## src/rtl/alu_flags_pkg.sv

```systemverilog
package alu_flags_pkg;
  localparam int FW = 16;

  // flag bit positions; consumers decode these
  localparam int FB_CF = 0;
  localparam int FB_PF = 2;
  localparam int FB_AF = 4;
  localparam int FB_ZF = 6;
  localparam int FB_SF = 7;
  localparam int FB_TF = 8;
  localparam int FB_IF = 9;
  localparam int FB_DF = 10;
  localparam int FB_OF = 11;

  typedef enum logic [2:0] {
    OP_ADD = 3'd0,
    OP_ADC = 3'd1,
    OP_SUB = 3'd2,
    OP_SBB = 3'd3,
    OP_CMP = 3'd4,
    OP_AND = 3'd5,
    OP_OR  = 3'd6,
    OP_XOR = 3'd7
  } alu_op_e;

  typedef struct packed {
    logic cf;
    logic pf;
    logic af;
    logic zf;
    logic sf;
    logic of;
  } stat_t;

  function automatic logic even_ones(input logic [7:0] v);
    return ~^v;
  endfunction
endpackage

```

## src/rtl/alu_core.sv

```systemverilog
module alu_core
  import alu_flags_pkg::*;
#(
  parameter int W  = 16,
  parameter int BW = 8
) (
  input  logic [W-1:0] a,
  input  logic [W-1:0] b,
  input  alu_op_e      op,
  input  logic         wide,
  input  logic         cin,
  output logic [W-1:0] res,
  output stat_t        st
);
  localparam int NW = 4;
  localparam int UW = W - BW;

  logic          is_sub, is_logic, cx;
  logic [W-1:0]  bx, logic_r, calc_r;
  logic [W:0]    sum_w;
  logic [BW:0]   sum_b;
  logic [NW:0]   sum_n;
  logic          co_raw, msb_a, msb_b, msb_r;
  // named internal events
  logic          carry_evt, aux_evt, ovf_evt;

  always_comb begin
    is_sub   = (op == OP_SUB) || (op == OP_SBB) || (op == OP_CMP);
    is_logic = (op == OP_AND) || (op == OP_OR) || (op == OP_XOR);
    // subtraction as A + ~B + ~borrow_in
    cx       = (((op == OP_ADC) || (op == OP_SBB)) ? cin : 1'b0) ^ is_sub;
    bx       = is_sub ? ~b : b;
    sum_w    = {1'b0, a} + {1'b0, bx} + {{W{1'b0}}, cx};
    sum_b    = {1'b0, a[BW-1:0]} + {1'b0, bx[BW-1:0]} + {{BW{1'b0}}, cx};
    sum_n    = {1'b0, a[NW-1:0]} + {1'b0, bx[NW-1:0]} + {{NW{1'b0}}, cx};

    case (op)
      OP_AND:  logic_r = a & b;
      OP_OR:   logic_r = a | b;
      default: logic_r = a ^ b;
    endcase

    if (wide) begin
      co_raw = sum_w[W];
      msb_a  = a[W-1];
      msb_b  = bx[W-1];
      msb_r  = sum_w[W-1];
      calc_r = is_logic ? logic_r : sum_w[W-1:0];
    end else begin
      co_raw = sum_b[BW];
      msb_a  = a[BW-1];
      msb_b  = bx[BW-1];
      msb_r  = sum_b[BW-1];
      calc_r = {{UW{1'b0}}, (is_logic ? logic_r[BW-1:0] : sum_b[BW-1:0])};
    end

    carry_evt = !is_logic && (co_raw ^ is_sub);
    aux_evt   = !is_logic && (sum_n[NW] ^ is_sub);
    // carry into msb differs from carry out of msb
    ovf_evt   = !is_logic && ((msb_r ^ msb_a ^ msb_b) ^ co_raw);

    st.cf = carry_evt;
    st.af = aux_evt;
    st.of = ovf_evt;
    st.zf = (calc_r == '0);
    st.sf = wide ? calc_r[W-1] : calc_r[BW-1];
    st.pf = even_ones(calc_r[7:0]);

    if (op == OP_CMP) res = wide ? a : {{UW{1'b0}}, a[BW-1:0]};
    else              res = calc_r;
  end

  always_comb begin
    if (!wide) AST_BYTE_UPPER: assert (res[W-1:BW] == '0);
  end
endmodule

```

## src/rtl/flag_file.sv

```systemverilog
module flag_file
  import alu_flags_pkg::*;
(
  input  logic          clk,
  input  logic          rst_n,
  input  logic          exec,
  input  stat_t         st,
  input  logic          ctl_we,
  input  logic [FW-1:0] ctl_wdata,
  output logic [FW-1:0] flags
);
  localparam logic [FW-1:0] CTL_MASK =
    (FW'(1) << FB_DF) | (FW'(1) << FB_IF) | (FW'(1) << FB_TF);
  localparam logic [FW-1:0] STAT_MASK =
    (FW'(1) << FB_CF) | (FW'(1) << FB_PF) | (FW'(1) << FB_AF) |
    (FW'(1) << FB_ZF) | (FW'(1) << FB_SF) | (FW'(1) << FB_OF);
  localparam logic [FW-1:0] LIVE_MASK = CTL_MASK | STAT_MASK;

  logic [FW-1:0] flags_q, nxt;

  always_comb begin
    nxt = flags_q;
    if (exec) begin
      nxt[FB_CF] = st.cf;
      nxt[FB_PF] = st.pf;
      nxt[FB_AF] = st.af;
      nxt[FB_ZF] = st.zf;
      nxt[FB_SF] = st.sf;
      nxt[FB_OF] = st.of;
    end
    if (ctl_we) nxt = (nxt & ~CTL_MASK) | (ctl_wdata & CTL_MASK);
    nxt = nxt & LIVE_MASK;
  end

  always_ff @(posedge clk or negedge rst_n) begin
    if (!rst_n) flags_q <= '0;
    else        flags_q <= nxt;
  end

  assign flags = flags_q;

  AST_STAT_HOLD: assert property (@(posedge clk) disable iff (!rst_n)
    !exec |=> ((flags & STAT_MASK) == ($past(flags) & STAT_MASK)));
  AST_CTL_LOAD: assert property (@(posedge clk) disable iff (!rst_n)
    ctl_we |=> ((flags & CTL_MASK) == ($past(ctl_wdata) & CTL_MASK)));
  AST_CTL_HOLD: assert property (@(posedge clk) disable iff (!rst_n)
    !ctl_we |=> ((flags & CTL_MASK) == ($past(flags) & CTL_MASK)));
endmodule

```

## src/rtl/flag_alu.sv

```systemverilog
module flag_alu
  import alu_flags_pkg::*;
#(
  parameter int DW = 16
) (
  input  logic          clk,
  input  logic          rst_n,
  input  logic [2:0]    op,
  input  logic          wide,
  input  logic [DW-1:0] a,
  input  logic [DW-1:0] b,
  input  logic          exec,
  input  logic          ctl_we,
  input  logic [FW-1:0] ctl_wdata,
  output logic [DW-1:0] result,
  output logic [FW-1:0] flags
);
  alu_op_e op_e;
  stat_t   core_st;
  logic    cf_now;
  logic    is_bitwise;

  assign op_e       = alu_op_e'(op);
  assign cf_now     = flags[FB_CF];
  assign is_bitwise = (op_e == OP_AND) || (op_e == OP_OR) || (op_e == OP_XOR);

  alu_core #(.W(DW), .BW(8)) u_core (
    .a    (a),
    .b    (b),
    .op   (op_e),
    .wide (wide),
    .cin  (cf_now),
    .res  (result),
    .st   (core_st)
  );

  flag_file u_flags (
    .clk       (clk),
    .rst_n     (rst_n),
    .exec      (exec),
    .st        (core_st),
    .ctl_we    (ctl_we),
    .ctl_wdata (ctl_wdata),
    .flags     (flags)
  );

  AST_LOGIC_CLR: assert property (@(posedge clk) disable iff (!rst_n)
    (exec && is_bitwise) |=> (!flags[FB_CF] && !flags[FB_OF] && !flags[FB_AF]));
  AST_PARITY: assert property (@(posedge clk) disable iff (!rst_n)
    (exec && op_e != OP_CMP) |=> (flags[FB_PF] == ~^$past(result[7:0])));
endmodule

```

## config.mk

```make
export PLATFORM = sky130hd
export DESIGN_NAME = flag_alu
export DESIGN_NICKNAME = d
export VERILOG_FILES = /design/src/rtl/alu_flags_pkg.sv /design/src/rtl/alu_core.sv /design/src/rtl/flag_file.sv /design/src/rtl/flag_alu.sv
export SDC_FILE = /design/constraint.sdc
export NUM_CORES = 1
export LEC_CHECK = 0
export BUFFER_PORTS_ARGS = -buffer_cell sky130_fd_sc_hd__buf_4
export CAP_MARGIN = 20
export CORE_MARGIN = 5
export CORE_UTILIZATION = 25
export DETAILED_ROUTE_END_ITERATION = 8
export PLACE_DENSITY = 0.53
export SYNTH_ARGS = -nofsm -noshare
export SYNTH_HDL_FRONTEND = slang
export SYNTH_HIERARCHICAL = 1
export SYNTH_SLANG_ARGS = --single-unit
export TNS_END_PERCENT = 5
```

## constraint.sdc

```tcl
create_clock -name clk -period 11.61 [get_ports clk]
set_input_delay 1.7415 -clock clk [delete_from_list [all_inputs] [get_ports clk]]
set_output_delay 1.7415 -clock clk [all_outputs]
set_load 0.01 [all_outputs]
```

# [Word-level counts from Yosys, hierarchy flattened]
# Cells that the tools add are included.
[op_classes] add_sub_neg=6 n_eq_ne=7 muxes=19 bitwise=11 n_reduce_logical=11
[op_table] op="$mux W16" count=5
[op_table] op="$pmux W16 S2" count=1
[op_table] op="$add A16 B16 Y17" count=1
[op_table] op="$add A17 B1 Y17" count=1
[op_table] op="$and A16 B16 Y16" count=1
[op_table] op="$logic_not A16 Y1" count=1
[op_table] op="$not A16 Y16" count=1
[op_table] op="$or A16 B16 Y16" count=1
[op_table] op="$xor A16 B16 Y16" count=1
[op_table] op="$eq A3 B3 Y1 const B" count=4
[op_table] op="$mux W12" count=1
[op_table] op="$or A12 B11 Y12" count=1
[op_table] op="$mux W1" count=10
[op_table] op="$add A8 B8 Y9" count=1
[op_table] op="$add A9 B1 Y9" count=1
[op_table] op="$mux W8" count=1
[op_table] op="$reduce_xnor A8 Y1" count=1
[op_table] op="$eq A3 B2 Y1 const B" count=2
[op_table] op="$xor A1 B1 Y1" count=6
[op_table] op="$add A4 B4 Y5" count=1
[op_table] op="$add A5 B1 Y5" count=1
[op_table] op="$logic_or A1 B1 Y1" count=5
[op_table] op="$eq A3 B1 Y1 const B" count=1
[op_table] op="$logic_and A1 B1 Y1" count=3
[op_table] op="2 further kinds" count=2
[word_totals] ff_bits=9 inputBits=56 output_inout_bits=32 word_cells=56

# [Depth between registers and ports, before layout]
# Gate-level depths: netlist of run 1.
[logic_depth] depth_word=14 mapped_depth=17 ltp_nobuf=17

# [Cells and area by module]
# Netlist of run 1, hierarchy kept.
[by_module_without_submodules] mod="alu_core" n_inst=1 cells_each=320 area_each_um2=2373.5 seq_area_each_um2=0.0
[by_module_without_submodules] mod="flag_file" n_inst=1 cells_each=27 area_each_um2=416.6 seq_area_each_um2=225.2

# [Least setup slack after synthesis of run 1]
# No wires, ideal clock.
[synth_timing] kind="in2out" start="input op[2]" end="output result[14]" arrival_time_ns=5.161 required_time_ns=9.868 setup_slack_ns=4.708 cell_stages=13 n_path_buf=1 path_cell_list="nor3b_2 > a21oi_2 > clkbuf_1 > xnor2_1 > fa_1 > fa_1 > a211o_1 > a211oi_2 > o21ai_1 > a21o_1 > xor2_1 > o221ai_2 > o21ai_0"
[synth_between] elab_chain_len=9 word_cells_on_any_way=21 cone_classes="add/sub: 2; eq/ne: 7; mux: 6; bitwise: 1; reduce/logical: 5"
[synth_lines] element="from (decl)" line="flag_alu.sv:8" text="input logic [2:0] op,"
[synth_lines] element="$eq A3 B2 Y1 (on tied branches)" line="alu_core.sv:28, alu_core.sv:31"
[synth_lines] element="$logic_or A1 B1 Y1 (2 in a row)" line="alu_core.sv:28" text="is_sub = (op == OP_SUB) || (op == OP_SBB) || (op == OP_CMP);"
[synth_lines] element="$mux W16" line="alu_core.sv:32" text="bx = is_sub ? ~b : b;"
[synth_lines] element="$add A16 B16 Y17" line="alu_core.sv:33" text="sum_w = {1'b0, a} + {1'b0, bx} + {{W{1'b0}}, cx};"
[synth_lines] element="$add A17 B1 Y17" line="alu_core.sv:33"
[synth_lines] element="$mux W16" line="alu_core.sv:48" text="calc_r = is_logic ? logic_r : sum_w[W-1:0];"
[synth_lines] element="$mux W16" line="alu_core.sv:43" text="if (wide) begin"
[synth_lines] element="$mux W16 (*)" line="alu_core.sv:69" text="if (op == OP_CMP) res = wide ? a : {{UW{1'b0}}, a[BW-1:0]};"
[synth_lines] element="to (decl)" line="flag_alu.sv:15" text="output logic [DW-1:0] result,"
# Every way passes the cells marked *; elsewhere a longest branch is shown, timed or not.

# [Final worst setup path of run 1]
[layout_timing] start="input op[1]" end="output result[14]"
# Same word-level chain as after synthesis.

==> run_results.csv, run 1 <==
group,metric,value,unit
drt,avgViaCountPerCell,4.864,
timing,setup-violations-final,0,
grt,grt_pass1_vias,2660,
synth,synth-edff-count,0,
layout,diodes,0,
timing,fin_crit,7561,ps
floorplan,num_rows,38,
synth,yosys.area_share.xor_xnor,11.93,%
layout,largest_reg_flops,9,
grt,antenna_found_initial,0,
synth,synthTopCellsByArea,"ha_1 23%, xnor2_1 9.4%, dfrtp_1 8.1%, inv_1 5.1%, mux2_2 4.4%",
timing,skew,0.6857,ps
synth,syn_area_per_cell,8.041,µm²
timing,slew_headroom,39.99,%
drt,top_layer,"met4",
worst_setup_path,cp_cell_sequence,"buf_4 -> nor3b_2 -> a21oi_2 -> buf_4 -> xnor2_1 -> fa_1 -> fa_1 -> a211o_1 -> a211oi_2 -> o21ai_1 -> a21o_1 -> xor2_1 -> o221ai_2 -> o21ai_0 -> buf_4",
power_and_ir_drop,p_leak,1.703,nW
synth,synth-async-reset-ratio,100.0,%
floorplan,core_area,10890,µm²
timing,holdWs,507.3,ps
drt,wl_met3,406,µm
synth,ys.warnings.count,6,
clocking,cts.sinks,9,
synth,netlist.area_leader.share,22.87,%
synth,ys_types,57,
power_and_ir_drop,vdd.ir_drop.worst,0.00004983,V
synth,synth-main-ff-cell,"dfrtp_1",
drt,wl_per_cell,14.76,µm
worst_setup_path,cp_max_fo,23,
timing,worst_slack,4049,ps
place,routabilityCongestion,0.8257,
synth,synth_top_family_by_area,"adder cells",
layout,area_delta_synth_final,22.11,%
place,post-place-ws,4026,ps
synth,yosys.area.top_type,"ha_1",
clocking,clock_path_buffers,2,
clocking,numCtsBuffers,3,
layout,drive_gt1_share,25.50,%
floorplan,dieArea,13370,µm²
layout,nets,514,
layout,num-fill-cells,1151,
grt,grt_overflow,0,
timing,tns,0,ps
run_status,status,"complete, no violations",
synth,ys_seq_area_share,8.072,%
floorplan,fp.dieW,115.6,µm
synth,synth-simple-area-share,10.31,%
worst_setup_path,crit_path_frequent_cell,"buf_4",
worst_setup_path,crit_required,9870,ps
synth,syn-cell-area,2790,µm²
grt,grtUsageTotal,11.85,%
clocking,cts-root-buf,"clkbuf_8",
drt,drc_errors,0,
clocking,post_cts.repair.setup_buffers,0,
worst_hold_path,holdCritPathClass,"reg2reg",
power_and_ir_drop,power.density,95.13,nW/µm²
drt,wl_met2,3.909,mm
timing,hold_viol,0,
worst_setup_path,cp-start-kind,"primary input",
clocking,cts_resized,0,
worst_setup_path,worstSetupPathType,"in2out",
worst_setup_path,endpoint_kind,"primary output",
place,hpwl,6.490,mm
timing,max_freq,0.1323,GHz
floorplan,die_h,115.6,µm
place,io_buffers,67,
drt,wl,8.030,mm
clocking,htreeDepth,1,
synth,yosys_register_bits,9,
clocking,clkLatencyLatePin,230,ps
grt,grt_max_degree,24,
floorplan,pin_count,88,
worst_setup_path,crit_slowest_cell,"nor3b_2",
grt,grt_pass1_wl,12.99,mm
worst_setup_path,slowest_delay,760,ps
synth,muxShareOfSynthArea,10.54,%
timing,finalCritPeriodShare,65.13,%
timing,tightest_slew,896.2,ps
synth,synthAdderAreaFrac,24.30,%
timing,rsz0062_at_grt,"false",
drt,firstDrtPassIters,4,
worst_setup_path,crit_arrival,5820,ps
drt,drt-initial-drc-count,132,
clocking,ctsHoldBuffers,0,
floorplan,start_util,25.63,%
synth,synth_compound_area_share,24.17,%
drt,antenna_left,0,
drt,vias,2646,
clocking,cts_tree,"done",
clocking,path_clk_slew,40,ps
run,drv_cap,0,
synth,syn-instance-count,347,
drt,wl_met1,3.666,mm
timing,maxSlewViolCount,0,
synth_stat cells (all sizes together) (2+ instances only):
library cell and number:
a2111oi 2, a211oi 3, a21o 9, a21oi 24, a22oi 11, buf 18
clkbuf 4, dfrtp 9, fa 2, ha 51, inv 40, mux2 17
mux2i 8, nand2 16, nand3 6, nand4 2, nor2 25, nor3 4
nor4 2, o211a 2, o211ai 3, o21a 2, o21ai 23, o221ai 6
o22ai 2, o31a 2, xnor2 30, xor2 8
worst paths after layout:
path                            depth (start not counted)               end              from  slack [ps]
max in group asynchronous                               1  u_flags/flags[4]             rst_n       10160
worst max register to register                         15  u_flags/flags[6]  u_flags/flags[0]        7650
worst min-delay path                                    1  u_flags/flags[8]  u_flags/flags[8]         510
worst max-delay path                                   15        result[14]             op[1]        4050
worst min register to register                          1  u_flags/flags[8]  u_flags/flags[8]         510
min in group asynchronous                               1  u_flags/flags[8]             rst_n        1320
critical path: cells and delay by family:
family                     cells  cell delay, ps
AOI/OAI and AO/OA              7            1380
adders and majority gates      2             920
and+or+nand+nor                1             760
buffers and inverters          3             660
xor gates and xnor gates       2             350
power breakdown:
group	internal, W	switching [W]
Sequential	0.0000389	0.00000479
Combinational	0.000121	0.000124
Clock	0.0000239	0.0000116
placed cells by master (no fill, tap or decap), types with 9 or more instances in the layout:
cell type	netlist	final
inv_1	38	38
xnor2_1	30	30
dfrtp_1	9	9
o21ai_0	17	17
ha_1	51	51
a22oi_1	11	11
buf_4	11	69
nor2_1	24	24
mux2_2	11	11
nand2_1	16	16
a21oi_1	23	23
metal layers:
metal	vias up	track usage, %
li1	1330	-
met1	1245	15.54
met2	67	20.95
met3	4	1.514
met4	0	2.320
met5	-	0
logic make-up (layout without fill, tap and decap cells):
family | Yosys count | after routing
AOI/OAI and AO/OA | 98 | 98
xor gates and xnor gates | 38 | 38
adders and majority gates | 53 | 53
buffers and inverters | 62 | 113
DFF | 9 | 9
muxes | 25 | 25
other | 1 | 7
and+or+nand+nor | 61 | 61
per-stage QoR:
stage / cell area (µm²) / utilization, % / instances / power, W
5_1_grt: 3407 / 31.29 / 544 / 0.0003565
4_1_cts: 3407 / 31.29 / 544 / 0.0003286
6_report: 3407 / 31.29 / 544 / 0.0003241
3_5_place_dp: 3362 / 30.88 / 540 / 0.0002909
3_3_place_gp: 3362 / 30.88 / 540 / 0.0002881
2_1_floorplan: 2813 / - / 353 / 0.0002162
cell type report:
type                       count  area [µm²]  area share [%]
inverter                      40       150.1           4.407
sequential                     9       225.2           6.610
clock buffer                   4       45.04           1.322
tap                          140       175.2           5.141
timing repair buffer          69       518.0           15.20
multi-input combinational    282        2293           67.32
Note: power is estimated with default switching activity, not from simulation.
==> run 2: changes to the inputs <==
- ABC_AREA: unset -> 1
- PLACE_DENSITY: 0.53 -> 0.54
- clock period: 11.61 -> 6.4 ns (I/O delays scaled with it)
==> run 2 against run 1 <==
Setup slack lost 2800 ps. Final cell count grew 33%. Via count grew 26%. Clock skew is essentially flat. Synthesized cell count grew 49%. Final area grew 8.5%. Clock power grew to 3.0 times the previous value.
==> run_results.csv, run 2 <==
group,metric,value,unit
synth,synth-main-ff-cell,"dfrtp_1",
worst_hold_path,hp-start,"u_flags/flags[10]",
worst_setup_path,crit_arrival,4180,ps
worst_setup_path,r2r_end,"u_flags/flags[2]",
power_and_ir_drop,swShare,46.34,%
clocking,cts_resized,0,
clocking,path_clk_slew,40,ps
power_and_ir_drop,vdd.ir_drop.worst,0.00008746,V
clocking,clkLatencyLatePin,230,ps
floorplan,core_area,11910,µm²
floorplan,num_rows,40,
drt,drc_errors,0,
layout,area_delta_synth_final,22.67,%
synth,netlist.area_leader.share,21.42,%
synth,synthTopCellsByArea,"nand2_1 21%, ha_1 21%, inv_1 10%, dfrtp_1 7.5%, nand3_1 6.6%",
clocking,numCtsBuffers,3,
synth,synth-edff-count,0,
floorplan,die_h,119.8,µm
grt,grt_pass1_wl,15.30,mm
layout,final_common_cell,"nand2_1",
synth,yosys.area.top_type,"nand2_1",
layout,diodes,0,
worst_hold_path,holdCritPathClass,"reg2reg",
drt,wl_per_cell,12.86,µm
layout,finalNonFillerCells,724,
worst_setup_path,endpoint_kind,"primary output",
power_and_ir_drop,power.density,166.1,nW/µm²
worst_setup_path,cp_max_fo,20,
synth,syn-cell-area,3014,µm²
clocking,cts-root-buf,"clkbuf_16",
floorplan,start_util,25.30,%
place,routabilityCongestion,0.9064,
worst_setup_path,worstSetupPathType,"in2out",
layout,largest_reg_flops,9,
timing,rsz0062_at_grt,"false",
power_and_ir_drop,p_int,0.0003296,W
timing,tightest_slew,579.3,ps
synth,synth-async-reset-ratio,100.0,%
worst_setup_path,r2r_cells,17,
clocking,cts_tree,"done",
clocking,ctsHoldBuffers,0,
timing,setup-violations-final,0,
timing,max_freq,0.1945,GHz
place,place_inst,720,
grt,grtUsageTotal,12.59,%
drt,firstDrtPassIters,5,
place,io_buffers,67,
grt,antenna_found_initial,0,
grt,use_met1,17.59,%
floorplan,dieArea,14350,µm²
place,hpwl,7.528,mm
grt,grt_overflow,0,
synth,ys_types,34,
drt,drt-initial-drc-count,180,
run,drv_cap,0,
grt,use_met2,21.86,%
clocking,htreeDepth,1,
worst_hold_path,whs_path_depth,2,
power_and_ir_drop,p_sw,0.0002846,W
layout,nets,687,
synth,syn_area_per_cell,5.819,µm²
floorplan,pin_count,88,
timing,slew_headroom,61.25,%
power_and_ir_drop,seq_power_share,12.0,%
worst_hold_path,hold_path_end,"u_flags/flags[10]",
timing,finalCritPeriodShare,80.35,%
drt,avgViaCountPerCell,4.605,
power_and_ir_drop,p_leak,2.141,nW
floorplan,fp.dieW,119.8,µm
synth,ys.warnings.count,6,
clocking,post_cts.repair.setup_buffers,0,
layout,final_area,3697,µm²
timing,skew,0.2399,ps
grt,grt_busiest_layer,"met2",
timing,tns,0,ps
synth,synth.most_common_cell,"nand2_1",
layout,drive_gt1_share,14.73,%
run_status,status,"complete, no violations",
grt,grt_max_degree,26,
place,place_area,3618,µm²
power_and_ir_drop,pwr-share-clk,17.5,%
synth,synth_common_cells,"172 x nand2_1, 82 x inv_1, 51 x ha_1, 40 x nand3_1, 24 x o21ai_0",
drt,vias,3334,
drt,antenna_left,0,
timing,maxSlewViolCount,0,
grt,grt_pass1_vias,3136,
synth,ys_seq_area_share,7.472,%
worst_setup_path,cp-start-kind,"primary input",
synth,yosys_register_bits,9,
layout,post-route-util,31.04,%
power_and_ir_drop,combPwrFrac,70.5,%
drt,wl,9.308,mm
grt,met3_usage,1.320,%
clocking,cts.sinks,9,
worst_setup_path,reg2reg_from,"u_flags/flags[0]",
clocking,clock_path_buffers,2,
synth,syn-instance-count,518,
timing,hold_viol,0,
worst_setup_path,crit_required,5440,ps
worst_setup_path,r2r_slack,3230,ps
timing,fin_crit,5143,ps
layout,most-common-layout-cells,"172 x nand2_1, 82 x inv_1, 69 x buf_4",
==> run 2: cells by family (layout without fill, tap and decap cells) <==
kind of cell | Yosys count | count (layout) | synth area share (%)
other | 1 | 7 | 0.1244
and+or+nand+nor | 255 | 255 | 35.24
xor gates and xnor gates | 21 | 21 | 6.102
buffers and inverters | 108 | 161 | 15.11
adders and majority gates | 53 | 53 | 22.50
DFF | 9 | 9 | 7.472
AOI/OAI and AO/OA | 71 | 71 | 13.45
==> run 2: stage by stage <==
step | hold WS, ps | total power, W | setup slack, ps
5_1_grt | 493.7 | 0.0006840 | 999.6
2_1_floorplan | 506.5 | 0.0003693 | 2075
3_3_place_gp | 459.9 | 0.0005053 | 1262
4_1_cts | 469.5 | 0.0006223 | 1232
6_report | 467.5 | 0.0006142 | 1257
3_5_place_dp | 459.7 | 0.0005113 | 1238
==> run 2: power groups by stage <==
stage	combinational [W]	sequential, W	clock (W)
after floorplan	0.000291	0.0000784	0
after global placement	0.000431	0.0000739	0
after detailed placement	0.000437	0.0000744	0
after CTS	0.000439	0.0000738	0.000109
after global routing	0.000495	0.0000754	0.000113
final	0.000433	0.0000737	0.000107
==> run 2: area by class of cell <==
| cell class | instances | area (µm²) |
|---|---|---|
| fillers | 1329 | 8214 |
| inverters | 88 | 330.3 |
| well taps | 147 | 183.9 |
| multi-input cells | 407 | 2361 |
| flip-flops and latches | 9 | 225.2 |
| repair buffers | 69 | 518.0 |
| clock buffers | 4 | 78.83 |
==> run 2: worst max-delay path by stage <==
stage	startpoint	to	slack, ps	depth (start not counted)
finish	op[0]	result[6]	1260	16
global route	op[0]	result[6]	1000	16
CTS	op[0]	result[6]	1230	16
detailed placement	op[0]	result[6]	1240	16
global placement	op[0]	result[6]	1260	16
floorplan	op[2]	result[14]	2070	16
==> run 2: metal layers <==
layer | wire (µm) | part of all wire [%]
met1 | 4530 | 49
met2 | 4287 | 46
met3 | 476 | 5.1
met4 | 14 | 0.15
met5 | 0 | 0
==> run 2: worst max-delay path, stage by stage <==
cell,delay (ps)
buf_4,140
o21ai_1,130
buf_4,270
nand2_2,400
xor2_1,280
fa_1,470
fa_1,450
nand2_1,120
nand3_1,70
nand3_1,70
nand2_1,100
o21ai_0,160
a21oi_1,60
a21oi_1,220
o21ai_0,120
buf_4,160
==> run 3: changes to the inputs <==
- ABC_AREA: 1 -> 0
- PLACE_DENSITY: 0.54 -> 0.53
- clock period: 6.4 -> 5.1 ns (I/O delays scaled with it)
==> run 3 against run 2 <==
Setup slack got worse by 900 ps. Combinational power increased by 32%. Clock power fell by 26%. First-iteration DRC count fell by 44%. Final area shrank 6.2%. Sequential share of layout area increased by 0.40 points. Register-to-register slack worse by 2000 ps.
==> run_results.csv, run 3 (synthesized netlist as in run 1, its figures left out) <==
group,metric,value,unit
run_status,status,"complete, no violations",
floorplan,core_area,10890,µm²
clocking,cts.sinks,9,
layout,final_common_cell,"buf_4",
grt,grt_pass1_wl,13.03,mm
layout,drive_gt1_share,26.94,%
place,hpwl,6.694,mm
layout,largest_reg_flops,9,
worst_setup_path,crit_required,4340,ps
timing,hold_viol,0,
worst_setup_path,crit_arrival,3980,ps
place,io_buffers,67,
worst_setup_path,cp_max_fo,13,
drt,drt-initial-drc-count,101,
grt,grt_max_degree,21,
timing,tns,0,ps
drt,wl,8.095,mm
timing,maxSlewViolCount,0,
worst_setup_path,startpoint,"op[2]",
grt,grt_pass1_vias,2702,
clocking,htreeDepth,1,
power_and_ir_drop,seq_power_share,13.3,%
power_and_ir_drop,pwr-share-clk,10.5,%
grt,grtUsageTotal,11.98,%
clocking,post_cts.repair.setup_buffers,0,
timing,worst_slack,359.1,ps
floorplan,num_rows,38,
worst_setup_path,worstSetupPathType,"in2out",
power_and_ir_drop,p_int,0.0004268,W
clocking,ctsHoldBuffers,0,
timing,rsz0062_at_grt,"false",
place,post-place-ws,342.3,ps
power_and_ir_drop,power.density,216.6,nW/µm²
power_and_ir_drop,vdd.ir_drop.worst,0.0001160,V
timing,slew_headroom,58.27,%
floorplan,start_util,25.63,%
layout,most-common-layout-cells,"77 x buf_4, 51 x ha_1, 38 x inv_1",
clocking,cts_tree,"done",
clocking,cts-root-buf,"clkbuf_8",
power_and_ir_drop,p_leak,1.742,nW
timing,finalCritPeriodShare,92.96,%
drt,drc_errors,0,
power_and_ir_drop,combPwrFrac,76.2,%
run,drv_cap,0,
clocking,numCtsBuffers,3,
worst_hold_path,holdCritPathClass,"in2async",
floorplan,die_h,115.6,µm
power_and_ir_drop,swShare,43.16,%
layout,num-fill-cells,1161,
clocking,clkLatencyLatePin,230,ps
layout,area_delta_synth_final,24.26,%
worst_setup_path,endpoint_kind,"primary output",
timing,skew,1.790,ps
floorplan,fp.dieW,115.6,µm
clocking,path_clk_slew,40,ps
drt,firstDrtPassIters,4,
floorplan,dieArea,13370,µm²
drt,antenna_left,0,
floorplan,pin_count,88,
clocking,clock_path_buffers,2,
timing,max_freq,0.2109,GHz
worst_setup_path,cp-start-kind,"primary input",
drt,vias,2642,
drt,wl_per_cell,14.66,µm
timing,fin_crit,4741,ps
layout,nets,522,
drt,avgViaCountPerCell,4.786,
layout,diodes,0,
grt,antenna_found_initial,0,
worst_setup_path,reg2reg_from,"u_flags/flags[0]",
power_and_ir_drop,p_sw,0.0003241,W
place,routabilityCongestion,0.8268,
grt,grt_overflow,0,
timing,tightest_slew,624.5,ps
clocking,cts_resized,0,
timing,setup-violations-final,0,
run 3: power groups by stage:
stage	Sequential, W	Combinational [W]	Clock, W
3_5_place_dp	0.000101	0.000576	0
4_1_cts	0.000100	0.000579	0.0000828
5_1_grt	0.000102	0.000637	0.0000847
3_3_place_gp	0.000101	0.000568	0
6_report	0.0000998	0.000572	0.0000789
2_1_floorplan	0.000106	0.000386	0
run 3: per-layer routing:
metal	up-vias	global-route usage (%)	wire, µm
li1	1348	-	-
met1	1224	16.46	3858
met2	61	20.60	3789
met3	9	0.9922	333
met4	0	2.475	114
met5	-	0	0
run 3: critical path, stage by stage:
cell	delay, ps
buf_4	180
nor3b_2	240
a21oi_2	70
xnor2_1	140
fa_1	450
fa_1	440
a211o_1	310
a211oi_2	310
o21ai_1	160
a21o_1	240
xor2_1	170
o221ai_2	130
o21ai_0	210
buf_4	160
run 3: stage by stage:
| stage | hold slack (ps) | instance area [µm²] | util (%) | total power (W) | instances |
|---|---|---|---|---|---|
| 2_1_floorplan | 469.4 | 2813 | - | 0.0004921 | 353 |
| 6_report | 348.9 | 3467 | 31.84 | 0.0007509 | 552 |
| 5_1_grt | 355.5 | 3467 | 31.84 | 0.0008232 | 552 |
| 3_5_place_dp | 508.1 | 3422 | 31.43 | 0.0006772 | 548 |
| 4_1_cts | 344.3 | 3467 | 31.84 | 0.0007621 | 552 |
| 3_3_place_gp | 493.2 | 3422 | 31.43 | 0.0006691 | 548 |
run 3: final cells by class:
class | count | area [µm²] | share of cell area (%)
well taps | 140 | 175.2 | 5.052
inverters | 40 | 150.1 | 4.331
repair buffers | 77 | 578.1 | 16.67
multi-input cells | 282 | 2293 | 66.15
clock buffers | 4 | 45.04 | 1.299
flip-flops and latches | 9 | 225.2 | 6.496
run 3: path summary, 6_finish.rpt:
kind,endpoint,slack [ps],depth (start not counted)
worst max-delay path,result[14],360,14
worst min-delay path,u_flags/flags[4],350,1
worst max register to register,u_flags/flags[6],1270,14
worst min register to register,u_flags/flags[9],510,1
max in group asynchronous,u_flags/flags[6],4620,1
min in group clk,u_flags/flags[9],510,1
